===== config.mk =====
export PLATFORM = sky130hd
export DESIGN_NAME = sc_reg_endpoint
export DESIGN_NICKNAME = d
export VERILOG_FILES = /design/src/rtl/sc_ep_pkg.sv /design/src/rtl/sc_ep_decode.sv /design/src/rtl/sc_ep_ctrl_bank.sv /design/src/rtl/sc_ep_reply.sv /design/src/rtl/sc_reg_endpoint.sv
export SDC_FILE = /design/constraint.sdc
export NUM_CORES = 1
export LEC_CHECK = 0
export ABC_CLOCK_PERIOD_IN_PS = 13230
export CAP_MARGIN = 5
export CORE_AREA = 2 2 199 201
export CTS_CLUSTER_DIAMETER = 100
export DETAILED_ROUTE_END_ITERATION = 7
export DIE_AREA = 0 0 201 203
export PLACE_DENSITY = 0.79
export SLEW_MARGIN = 20
export SYNTH_ARGS = -nofsm -noshare
export SYNTH_HDL_FRONTEND = slang
export SYNTH_SLANG_ARGS = --single-unit

===== constraint.sdc =====
create_clock -name clk -period 13.23 [get_ports clk]
set_input_delay 3.969 -clock clk [delete_from_list [all_inputs] [get_ports clk]]
set_output_delay 3.969 -clock clk [all_outputs]
set_load 0.005 [all_outputs]

===== src/rtl/sc_ep_pkg.sv =====
package sc_ep_pkg;

  typedef enum logic [1:0] {
    RSP_OK      = 2'b00,
    RSP_UNKNOWN = 2'b01,
    RSP_FWD     = 2'b10
  } rsp_code_e;

  typedef enum logic [3:0] {
    RG_NONE,
    RG_STATUS,
    RG_PULSE,
    RG_CTLA,
    RG_CTLB,
    RG_ROM_TIME,
    RG_ROM_VER,
    RG_ROM_HW,
    RG_USTAT,
    RG_UCTRL,
    RG_EXT
  } region_e;

  localparam logic [7:0]  OFS_STATUS = 8'h00;
  localparam logic [7:0]  OFS_PULSE  = 8'h20;
  localparam logic [7:0]  OFS_CTLA   = 8'h21;
  localparam logic [7:0]  OFS_CTLB   = 8'h22;
  localparam logic [7:0]  OFS_TIME   = 8'h40;
  localparam logic [7:0]  OFS_VER    = 8'h41;
  localparam logic [7:0]  OFS_HW     = 8'h42;
  localparam logic [1:0]  BANK_USTAT = 2'b10;
  localparam logic [1:0]  BANK_UCTRL = 2'b11;
  localparam logic [15:0] EXT_BASE   = 16'h0100;

endpackage


===== src/rtl/sc_ep_decode.sv =====
module sc_ep_decode
  import sc_ep_pkg::*;
#(
  parameter int STAT_N = 4,
  parameter int CTRL_N = 4,
  parameter bit EXT_EN = 1'b1
) (
  input  logic [15:0] addr,
  input  logic        write,
  output region_e     region,
  output logic [5:0]  idx,
  output rsp_code_e   code
);

  always_comb begin
    region = RG_NONE;
    idx    = addr[5:0];
    if (addr >= EXT_BASE) begin
      region = RG_EXT;
    end else if (addr[7:6] == BANK_UCTRL) begin
      if (int'(addr[5:0]) < CTRL_N) region = RG_UCTRL;
    end else if (addr[7:6] == BANK_USTAT) begin
      if (int'(addr[5:0]) < STAT_N) region = RG_USTAT;
    end else begin
      case (addr[7:0])
        OFS_STATUS: region = RG_STATUS;
        OFS_PULSE:  region = RG_PULSE;
        OFS_CTLA:   region = RG_CTLA;
        OFS_CTLB:   region = RG_CTLB;
        OFS_TIME:   region = RG_ROM_TIME;
        OFS_VER:    region = RG_ROM_VER;
        OFS_HW:     region = RG_ROM_HW;
        default:    region = RG_NONE;
      endcase
    end
  end

  always_comb begin
    unique case (region)
      RG_STATUS, RG_ROM_TIME, RG_ROM_VER, RG_ROM_HW, RG_USTAT:
        code = write ? RSP_UNKNOWN : RSP_OK;
      RG_PULSE:
        code = write ? RSP_OK : RSP_UNKNOWN;
      RG_CTLA, RG_CTLB, RG_UCTRL:
        code = RSP_OK;
      RG_EXT:
        code = EXT_EN ? RSP_FWD : RSP_UNKNOWN;
      default:
        code = RSP_UNKNOWN;
    endcase
  end

endmodule


===== src/rtl/sc_ep_ctrl_bank.sv =====
module sc_ep_ctrl_bank #(
  parameter int          N    = 4,
  parameter logic [31:0] INIT = 32'h0
) (
  input  logic          clk,
  input  logic          rst_n,
  input  logic          wr_en,
  input  logic [5:0]    wr_idx,
  input  logic [31:0]   wdata,
  output logic [N*32-1:0] regs
);

  for (genvar g = 0; g < N; g++) begin : g_word
    logic        ce;
    logic [31:0] word_q;

    assign ce = wr_en && (int'(wr_idx) == g);

    always_ff @(posedge clk or negedge rst_n) begin
      if (!rst_n) begin
        word_q <= INIT;
      end else if (ce) begin
        word_q <= wdata;
      end
    end

    assign regs[g*32 +: 32] = word_q;
  end

endmodule


===== src/rtl/sc_ep_reply.sv =====
module sc_ep_reply
  import sc_ep_pkg::*;
#(
  parameter int          STAT_N       = 4,
  parameter int          CTRL_N       = 4,
  parameter logic [31:0] COMPILE_TIME = 32'h0,
  parameter logic [31:0] DESIGN_VER   = 32'h0,
  parameter logic [31:0] HW_INFO      = 32'h0
) (
  input  logic                 clk,
  input  logic                 rst_n,
  input  logic                 cmd_valid,
  input  logic                 cmd_write,
  input  region_e              region,
  input  logic [5:0]           idx,
  input  rsp_code_e            code,
  input  logic [31:0]          status_word,
  input  logic [31:0]          ctl_a,
  input  logic [31:0]          ctl_b,
  input  logic [STAT_N*32-1:0] usr_stat,
  input  logic [CTRL_N*32-1:0] usr_ctrl,
  output logic                 rsp_valid,
  output logic [1:0]           rsp_code,
  output logic [31:0]          rsp_rdata
);

  logic [31:0] rd_word;
  logic        valid_d;
  logic [1:0]  code_d;
  logic [31:0] rdata_d;

  always_comb begin
    rd_word = '0;
    unique case (region)
      RG_STATUS:   rd_word = status_word;
      RG_CTLA:     rd_word = ctl_a;
      RG_CTLB:     rd_word = ctl_b;
      RG_ROM_TIME: rd_word = COMPILE_TIME;
      RG_ROM_VER:  rd_word = DESIGN_VER;
      RG_ROM_HW:   rd_word = HW_INFO;
      RG_USTAT: begin
        for (int i = 0; i < STAT_N; i++)
          if (int'(idx) == i) rd_word = usr_stat[i*32 +: 32];
      end
      RG_UCTRL: begin
        for (int i = 0; i < CTRL_N; i++)
          if (int'(idx) == i) rd_word = usr_ctrl[i*32 +: 32];
      end
      default:     rd_word = '0;
    endcase
  end

  always_comb begin
    valid_d = cmd_valid;
    code_d  = cmd_valid ? code : RSP_OK;
    rdata_d = (cmd_valid && !cmd_write && code == RSP_OK) ? rd_word : '0;
  end

  always_ff @(posedge clk or negedge rst_n) begin
    if (!rst_n) begin
      rsp_valid <= 1'b0;
      rsp_code  <= RSP_OK;
      rsp_rdata <= '0;
    end else begin
      rsp_valid <= valid_d;
      rsp_code  <= code_d;
      rsp_rdata <= rdata_d;
    end
  end

endmodule


===== src/rtl/sc_reg_endpoint.sv =====
module sc_reg_endpoint
  import sc_ep_pkg::*;
#(
  parameter int          STAT_LOG2     = 2,
  parameter int          CTRL_LOG2     = 2,
  parameter bit          EXT_EN        = 1'b1,
  parameter logic [31:0] CTL_A_INIT    = 32'h0000_0001,
  parameter logic [31:0] CTL_B_INIT    = 32'h8000_00FF,
  parameter logic [31:0] USR_CTRL_INIT = 32'hC0DE_0000,
  parameter logic [31:0] COMPILE_TIME  = 32'h4C10_E2F7,
  parameter logic [31:0] DESIGN_VER    = 32'h0002_0011,
  parameter logic [31:0] HW_INFO       = 32'h3300_0001,
  localparam int         STAT_N        = 1 << STAT_LOG2,
  localparam int         CTRL_N        = 1 << CTRL_LOG2
) (
  input  logic                 clk,
  input  logic                 rst_n,
  input  logic                 cmd_valid,
  input  logic                 cmd_write,
  input  logic [15:0]          cmd_addr,
  input  logic [31:0]          cmd_wdata,
  input  logic [11:0]          temp_i,
  input  logic [12:0]          flags_i,
  input  logic [STAT_N*32-1:0] usr_stat_i,
  output logic                 rsp_valid,
  output logic [1:0]           rsp_code,
  output logic [31:0]          rsp_rdata,
  output logic [31:0]          pulse_o,
  output logic [31:0]          ctl_a_o,
  output logic [15:0]          fe_enable_o,
  output logic [3:0]           fmt_sel_o,
  output logic                 dbg_en_o,
  output logic                 trig_en_o,
  output logic [CTRL_N*32-1:0] usr_ctrl_o,
  output logic [STAT_N-1:0]    usr_stat_stb_o,
  output logic [CTRL_N-1:0]    usr_ctrl_stb_o,
  output logic                 ext_req_o,
  output logic                 ext_write_o,
  output logic [15:0]          ext_addr_o,
  output logic [31:0]          ext_wdata_o
);

  // reset: asserted asynchronously, released on a clock edge
  logic [1:0] rst_pipe;
  logic       rst_s;

  always_ff @(posedge clk or negedge rst_n) begin
    if (!rst_n) rst_pipe <= 2'b00;
    else        rst_pipe <= {rst_pipe[0], 1'b1};
  end
  assign rst_s = rst_pipe[1];

  // address decode
  region_e   dec_region;
  logic [5:0] dec_idx;
  rsp_code_e dec_code;

  sc_ep_decode #(.STAT_N(STAT_N), .CTRL_N(CTRL_N), .EXT_EN(EXT_EN)) u_decode (
    .addr   (cmd_addr),
    .write  (cmd_write),
    .region (dec_region),
    .idx    (dec_idx),
    .code   (dec_code)
  );

  logic acc_ok, wr_ok, rd_ok, fwd;
  assign acc_ok = cmd_valid && (dec_code == RSP_OK);
  assign wr_ok  = acc_ok && cmd_write;
  assign rd_ok  = acc_ok && !cmd_write;
  assign fwd    = cmd_valid && (dec_code == RSP_FWD);

  // control storage
  logic [31:0] ctl_a_q, ctl_b_q;

  sc_ep_ctrl_bank #(.N(1), .INIT(CTL_A_INIT)) u_ctla (
    .clk(clk), .rst_n(rst_s), .wr_en(wr_ok && dec_region == RG_CTLA),
    .wr_idx(6'd0), .wdata(cmd_wdata), .regs(ctl_a_q)
  );

  sc_ep_ctrl_bank #(.N(1), .INIT(CTL_B_INIT)) u_ctlb (
    .clk(clk), .rst_n(rst_s), .wr_en(wr_ok && dec_region == RG_CTLB),
    .wr_idx(6'd0), .wdata(cmd_wdata), .regs(ctl_b_q)
  );

  sc_ep_ctrl_bank #(.N(CTRL_N), .INIT(USR_CTRL_INIT)) u_uctrl (
    .clk(clk), .rst_n(rst_s), .wr_en(wr_ok && dec_region == RG_UCTRL),
    .wr_idx(dec_idx), .wdata(cmd_wdata), .regs(usr_ctrl_o)
  );

  // reply path
  logic [31:0] status_word;
  assign status_word = {temp_i, 7'b0, flags_i};

  sc_ep_reply #(
    .STAT_N(STAT_N), .CTRL_N(CTRL_N), .COMPILE_TIME(COMPILE_TIME),
    .DESIGN_VER(DESIGN_VER), .HW_INFO(HW_INFO)
  ) u_reply (
    .clk(clk), .rst_n(rst_s), .cmd_valid(cmd_valid), .cmd_write(cmd_write),
    .region(dec_region), .idx(dec_idx), .code(dec_code),
    .status_word(status_word), .ctl_a(ctl_a_q), .ctl_b(ctl_b_q),
    .usr_stat(usr_stat_i), .usr_ctrl(usr_ctrl_o),
    .rsp_valid(rsp_valid), .rsp_code(rsp_code), .rsp_rdata(rsp_rdata)
  );

  // strobes, pulses and external request: next state
  logic [31:0]       pulse_d;
  logic [STAT_N-1:0] sstb_d;
  logic [CTRL_N-1:0] cstb_d;
  logic              ext_ce;

  always_comb begin
    pulse_d = (wr_ok && dec_region == RG_PULSE) ? cmd_wdata : '0;
    for (int i = 0; i < STAT_N; i++)
      sstb_d[i] = rd_ok && (dec_region == RG_USTAT) && (int'(dec_idx) == i);
    for (int i = 0; i < CTRL_N; i++)
      cstb_d[i] = wr_ok && (dec_region == RG_UCTRL) && (int'(dec_idx) == i);
    ext_ce = fwd;
  end

  // strobes, pulses and external request: registers
  always_ff @(posedge clk or negedge rst_s) begin
    if (!rst_s) begin
      pulse_o        <= '0;
      usr_stat_stb_o <= '0;
      usr_ctrl_stb_o <= '0;
      ext_req_o      <= 1'b0;
    end else begin
      pulse_o        <= pulse_d;
      usr_stat_stb_o <= sstb_d;
      usr_ctrl_stb_o <= cstb_d;
      ext_req_o      <= fwd;
    end
  end

  always_ff @(posedge clk or negedge rst_s) begin
    if (!rst_s) begin
      ext_write_o <= 1'b0;
      ext_addr_o  <= '0;
      ext_wdata_o <= '0;
    end else if (ext_ce) begin
      ext_write_o <= cmd_write;
      ext_addr_o  <= cmd_addr;
      ext_wdata_o <= cmd_wdata;
    end
  end

  assign ctl_a_o     = ctl_a_q;
  assign fe_enable_o = ctl_b_q[15:0];
  assign fmt_sel_o   = ctl_b_q[23:20];
  assign dbg_en_o    = ctl_b_q[30];
  assign trig_en_o   = ctl_b_q[31];

endmodule


* Word-level counts from Yosys, hierarchy flattened *
Index checks and enable logic that the tools add are counted.

storage, ports and cells
  input bits = 205
  output and inout bits = 307
  word-level logic and storage cells = 87
  register bits after elaboration = 319

cells by class
  equal/unequal tests = 22
  order comparisons = 2
  reduce and logical (&&, ||, !) cells = 25
  multiplexer cells = 21

operators with widths
  kind                                                                                  count
  32-bit 2-to-1 mux                                                                     10
  32-bit one-hot mux with 8 select lines                                                1
  8-bit by 6-bit == test with 1-bit output, second input constant                       3
  8-bit by 7-bit == test with 1-bit output, second input constant                       3
  3-bit one-hot mux with 7 select lines                                                 1
  4-bit 2-to-1 mux                                                                      5
  1-bit logical AND                                                                     19
  4-bit by 3-bit == test with 1-bit output, second input constant                       4
  16-bit by 9-bit greater-or-equal comparator with 1-bit output, second input constant  1
  4-bit == test, second input constant                                                  3
  6-bit by 3-bit == test with 1-bit output, second input constant                       2
  4-bit by 2-bit == test with 1-bit output, second input constant                       2
  8-bit zero test                                                                       1
  2-bit one-hot mux with 4 select lines                                                 1
  2-bit == test, second input constant                                                  3
  6-bit by 2-bit == test with 1-bit output, second input constant                       1
  6-bit zero test                                                                       1
  6-bit by 3-bit < comparator with 1-bit output, second input constant                  1
  5-bit OR reduction                                                                    1
  4-bit by 1-bit == test with 1-bit output, second input constant                       1
  3-bit OR reduction                                                                    1
  2-bit zero test                                                                       1
  1-bit 2-to-1 mux                                                                      2
  2-bit 2-to-1 mux                                                                      1
  1-bit zero test                                                                       1

* Depth between registers and ports, before layout *
  depth in word-level cells = 13
  mapped depth = 10
  gate-level depth less buffers = 6

* Cells and area by module *
From an unflattened synthesis, not the netlist that was laid out.

unflattened totals
  cell total of the unflattened synthesis = 1046
  area, all modules = 14970.6 um^2

modules (own cells, without submodules)
  module                      cells each  instances  seq. area each (um^2)  area an instance (um^2)
  sc_ep_ctrl_bank at u_uctrl  275         1          3243.1                 4793.3
  sc_ep_reply                 371         1          875.8                  3901.2
  sc_reg_endpoint             211         1          2302.2                 3294.4
  sc_ep_ctrl_bank at u_ctlb   70          1          812.0                  1345.0
  sc_ep_ctrl_bank at u_ctla   70          1          802.0                  1335.0
  sc_ep_decode                49          1          0.0                    301.5

* Worst setup path after synthesis *
Ideal clock, no wire load.

  path kind = input -> register
  start = input cmd_addr[10]
  end = register u_uctrl.g_word[2].word_q[10]
  slack = 6.735 ns
  buffers on the path = 2
  stages on the path = 8
  data required time = 13.105 ns
  setup time = 0.125 ns
  arrival = 6.370 ns
  cell sequence = or4_1 or2_0 buf_2 nor4_4 nand3_2 nor3_2 buf_4 mux2_2

between the ends
  cells in the longest elaborated chain, start to end = 10
  elaborated cells on any way between the ends = 20
  those cells by class = 1 x order compare; 10 x eq/ne; 2 x mux; 7 x reduce/logical

RTL lines
  element                                                          RTL line               RTL
  from (decl)                                                      sc_reg_endpoint.sv:20  input logic [15:0] cmd_addr,
  16-bit by 9-bit greater-or-equal comparator with 1-bit output *  sc_ep_decode.sv:18     if (addr >= EXT_BASE) begin
  4-bit 2-to-1 mux *                                               sc_ep_decode.sv:18
  4-bit == test, or another cell as far along                      sc_ep_decode.sv:39     unique case (region)
  5-bit OR reduction / 3-bit OR reduction (equally long branches)  sc_ep_decode.sv:39
  2-bit one-hot mux with 4 select lines                            sc_ep_decode.sv:39
  2-bit zero test                                                  sc_reg_endpoint.sv:67  assign acc_ok = cmd_valid && (dec_code == RSP_OK);
  1-bit logical AND                                                sc_reg_endpoint.sv:67
  1-bit logical AND                                                sc_reg_endpoint.sv:68  assign wr_ok = acc_ok && cmd_write;
  1-bit logical AND *                                              sc_reg_endpoint.sv:86  .clk(clk), .rst_n(rst_s), .wr_en(wr_ok && dec_region == RG_UCTRL),
  1-bit logical AND *                                              sc_ep_ctrl_bank.sv:17  assign ce = wr_en && (int'(wr_idx) == g);
  to (signal assigned)                                             sc_ep_ctrl_bank.sv:23  word_q <= wdata;
  to (decl)                                                        sc_ep_ctrl_bank.sv:15  logic [31:0] word_q;

Every way passes the cells marked *; elsewhere a longest branch is shown, timed or not.
A chain may end at the register's enable or synchronous reset.

* Final worst setup path *
  start = input cmd_addr[10]
  end = register u_uctrl.g_word[0].word_q[25]

between the ends
  cells in the longest elaborated chain, start to end = 10
  elaborated cells on any way between the ends = 20
  those cells by class = 1 x order compare; 10 x eq/ne; 2 x mux; 7 x reduce/logical

RTL lines
  element                                                          RTL line
  16-bit by 9-bit greater-or-equal comparator with 1-bit output *  sc_ep_decode.sv:18
  4-bit 2-to-1 mux *                                               sc_ep_decode.sv:18
  4-bit == test, or another cell as far along                      sc_ep_decode.sv:39
  5-bit OR reduction / 3-bit OR reduction (equally long branches)  sc_ep_decode.sv:39
  2-bit one-hot mux with 4 select lines                            sc_ep_decode.sv:39
  2-bit zero test                                                  sc_reg_endpoint.sv:67
  1-bit logical AND                                                sc_reg_endpoint.sv:67
  1-bit logical AND                                                sc_reg_endpoint.sv:68
  1-bit logical AND *                                              sc_reg_endpoint.sv:86
  1-bit logical AND *                                              sc_ep_ctrl_bank.sv:17
  to (signal assigned)                                             sc_ep_ctrl_bank.sv:23
  to (decl)                                                        sc_ep_ctrl_bank.sv:15

Marks and branches as above.

==> impl_metrics.tcl <==
set metrics [dict create \
    grt_max_degree 76 \
    multi_input_area_mm2 0.00589 \
    crit_slowest_cell "or4_1" \
    crit_family "simple AND/OR/NAND/NOR gates" \
    overflow 0 \
    start_kind "input pin" \
    h-tree-depth 2 \
    yosys_warnings 0 \
    finalWirelength_um 56700 \
    synth_async_sr_flop_share_pct 100 \
    setup_viol 0 \
    register_area_mm2 0.00804 \
    antenna_found_initial 1 \
    worstMarginPinSlew_ns 1.17 \
    rows 72 \
    period_share_pct 57.1 \
    drive_gt1_share_pct 26.3 \
    power.density_mw_per_mm2 107 \
    grt_pass1_wl_um 82800 \
    dr.pass1.iters 4 \
    track_usage_pct 27.5 \
    cp_max_fo 20 \
    slew_headroom_pct 21.5 \
    cts_buffers 36 \
    area_growth_pct 47.6 \
    initial_utilization_pct 37.3 \
    hold_viol_final 0 \
    syn_area_per_cell_um2 13.0 \
    min_period_ns 7.56 \
    power_frac_clock_pct 46.6 \
    grt_setup_unrepaired "no" \
    crit_path_cell_trace "clkdlybuf4s50_1 -> or4_1 -> or2_0 -> nor4_4 -> buf_4 -> nand3_2 -> nor2_4 -> buf_4 -> mux2_2" \
    antenna_cells 0 \
    worst-setup-path-type "in -> reg" \
    status "finished, final reports clean" \
    cp.required_ns 13.66 \
    cts_hold_buf 0 \
    clock_latency_ns 0.55 \
    ir_drop_v 0.0000856 \
    end_kind "flip-flop" \
    die_x_um 201 \
    comb_power_share_pct 8.9 \
    p_int_w 0.00174 \
    cts_buffer_depth 3 \
    setup_ws_ns 5.67 \
    post_cts_buffers 0 \
    root_buffer "clkbuf_16" \
    drv_slew 0 \
    coreArea_mm2 0.0385 \
    cts_resized 0 \
    tritoncts "built" \
    sw_frac_of_total_pct 22.9 \
    timing.setup.tns_ns 0 \
    ant_nets 0 \
    synth_fp_nets 1308 \
    drc 0 \
    ys_seq_elements 319 \
    clock.fmax_mhz 132 \
    via_count 11792 \
    grt_pass1_vias 12414 \
    numClockSinks 319 \
    gp_congestion 0.905 \
    hpwl_um 38600 \
    synth_cell_types 54 \
    switchingPower_w 0.000515 \
    n_fill_cell 3208 \
    worst_path_most_repeated_cell "buf_4" \
    drt_iter0_drc 672 \
    synth_edf_count 0 \
    port-buffer-count 511 \
    leakage_nw 9.06 \
    viasPerCell 5.55 \
    fin_worst_skew_ns 0.00903 \
    maxCapViolations 0 \
    wl_per_cell_um 26.7 \
    yosysSeqAreaShare_pct 56.1 \
    p_seq_share_pct 44.5 \
    ios 512 \
    synth_area_mm2 0.0143 \
    synth_cells 1103 \
    cp.arrival_ns 7.98 \
    worst-path-buf-inv 3 \
    yosys_most_used_dff "dfrtp_1" \
    critPathMaxStageDelay_ns 0.62 \
    finish.net_count 1785 \
    path_clk_slew_ns 0.06 \
    die_area_mm2 0.0408 \
    hp-class "reg -> async" \
    place_ws_ns 5.14 \
    die_y_um 203 \
]
==> placed cells by master, fill, tap and decap left out, types with 4 or more instances in the layout <==
cell             instances
buf_4                   27
nand4_1                  4
a21oi_1                 34
clkinv_2                 5
a211o_1                 13
inv_1                    5
a22oi_1                 10
nand2_1                 75
clkbuf_1                 6
nor3_1                  22
nand2b_1                 6
a221oi_1                12
or4_1                    4
a211oi_1                 5
o32ai_1                 13
a31oi_1                 10
o21ai_0                  7
clkdlybuf4s50_1        509
clkbuf_8                 9
mux2_2                 248
and2_1                  36
clkbuf_16               38
dfstp_2                 42
a22o_1                  16
nor2b_1                 16
mux4_2                  24
dfrtp_1                276
o22ai_1                 28
o221ai_1                13
a311oi_1                 4
nor2_1                  35
==> worst register-to-register path, stage by stage (launching register included) <==
cell,delay (ns)
dfrtp_4,0.73
buf_4,0.81
buf_4,0.93
==> registers in the layout (all words and copies together), names as in the netlist, 2 cells and up <==
name and count:
ext_addr_o 16, ext_wdata_o 32, pulse_o 32, rst_pipe 2
u_ctla.regs 32, u_ctlb.regs 32, u_reply.rsp_code 2, u_reply.rsp_rdata 32
u_uctrl.g_word.word_q 128, usr_ctrl_stb_o 4, usr_stat_stb_o 4
==> cells by family after synthesis <==
family	share of synthesized area, %
mux	23.5
simple gates	8.04
flops	56.1
other cells	0.0262
compound gates	8.93
xor+xnor	0.0611
buf+inv	3.40
==> power groups by stage <==
stage          sequential [W]  clock, W  combinational, W
2_1_floorplan         0.00103         0         0.0000558
3_3_place_gp          0.00102         0          0.000199
3_5_place_dp          0.00102         0          0.000202
4_1_cts               0.00100   0.00107          0.000203
5_1_grt               0.00100   0.00110          0.000215
6_report              0.00100   0.00105          0.000201
==> layer usage <==
layer | global-route usage, % | share of wire [%]
met3 | 7.27 | 8.6
met5 | 0 | 0.019
met1 | 34.0 | 39
met4 | 11.0 | 3.6
met2 | 45.9 | 48
==> stage by stage <==
step / instance area (um2) / hold slack [ns] / total power, W / util (%) / instances
CTS: 21200 / 0.307 / 0.00227 / 55.0 / 2125
detailed placement: 19900 / 0.304 / 0.00122 / 51.7 / 2060
finish: 21200 / 0.288 / 0.00225 / 55.0 / 2125
floorplan: 14300 / 0.331 / 0.00109 / - / 1103
global placement: 19900 / 0.301 / 0.00122 / 51.7 / 2060
global route: 21200 / 0.341 / 0.00232 / 55.0 / 2125
==> cell usage after synthesis (4+ instances only) <==
master / count / share of area [%]
o221ai_1: 13 / 0.79
inv_1: 5 / 0.13
a31oi_1: 10 / 0.44
nor2b_1: 16 / 0.70
nor3_1: 22 / 0.77
clkbuf_1: 48 / 1.3
nand4_1: 4 / 0.17
a221oi_1: 12 / 0.73
nand2b_1: 7 / 0.31
and3_1: 4 / 0.17
or4_1: 4 / 0.21
and2_1: 36 / 1.6
dfrtp_1: 277 / 48
mux4_2: 24 / 3.8
mux2_2: 248 / 19
buf_1: 12 / 0.31
nand2_1: 78 / 2.0
o22ai_1: 28 / 1.2
a22oi_1: 10 / 0.52
o32ai_1: 13 / 0.79
a211oi_1: 5 / 0.26
a21oi_1: 34 / 1.2
nor2_1: 36 / 0.94
a22o_1: 16 / 0.98
dfstp_2: 42 / 7.7
buf_2: 14 / 0.49
a211o_1: 13 / 0.79
a311oi_1: 5 / 0.31
o21ai_0: 7 / 0.24
buf_4: 23 / 1.2
==> final cells by class <==
cell class,instances,area share [%]
clock buffers,53,5.19
inverters,5,0.0887
repair buffers,536,25.0
well taps,518,3.06
flip-flops and latches,319,38.0
multi-input cells,682,27.9
clock inverters,12,0.739
==> path summary, 6_finish.rpt <==
| kind | from | depth (start not counted) | slack [ns] | to |
|---|---|---|---|---|
| worst max-delay path | cmd_addr[10] | 9 | 5.67 | u_uctrl.g_word[0].word_q[25]$_DFFE_PN0P_ |
| worst min-delay path | rst_pipe[1]$_DFF_PN0_ | 0 | 0.29 | ext_wdata_o[15]$_DFFE_PN0P_ |
| worst max register to register | rst_pipe[1]$_DFF_PN0_ | 2 | 10.69 | pulse_o[0]$_DFF_PN0_ |
| worst min register to register | rst_pipe[1]$_DFF_PN0_ | 0 | 0.29 | ext_wdata_o[15]$_DFFE_PN0P_ |
| max in group asynchronous | rst_n | 1 | 9.51 | rst_pipe[1]$_DFF_PN0_ |
| min in group clk | rst_pipe[0]$_DFF_PN0_ | 0 | 0.35 | rst_pipe[1]$_DFF_PN0_ |
Power figures use the tool's default switching activity.
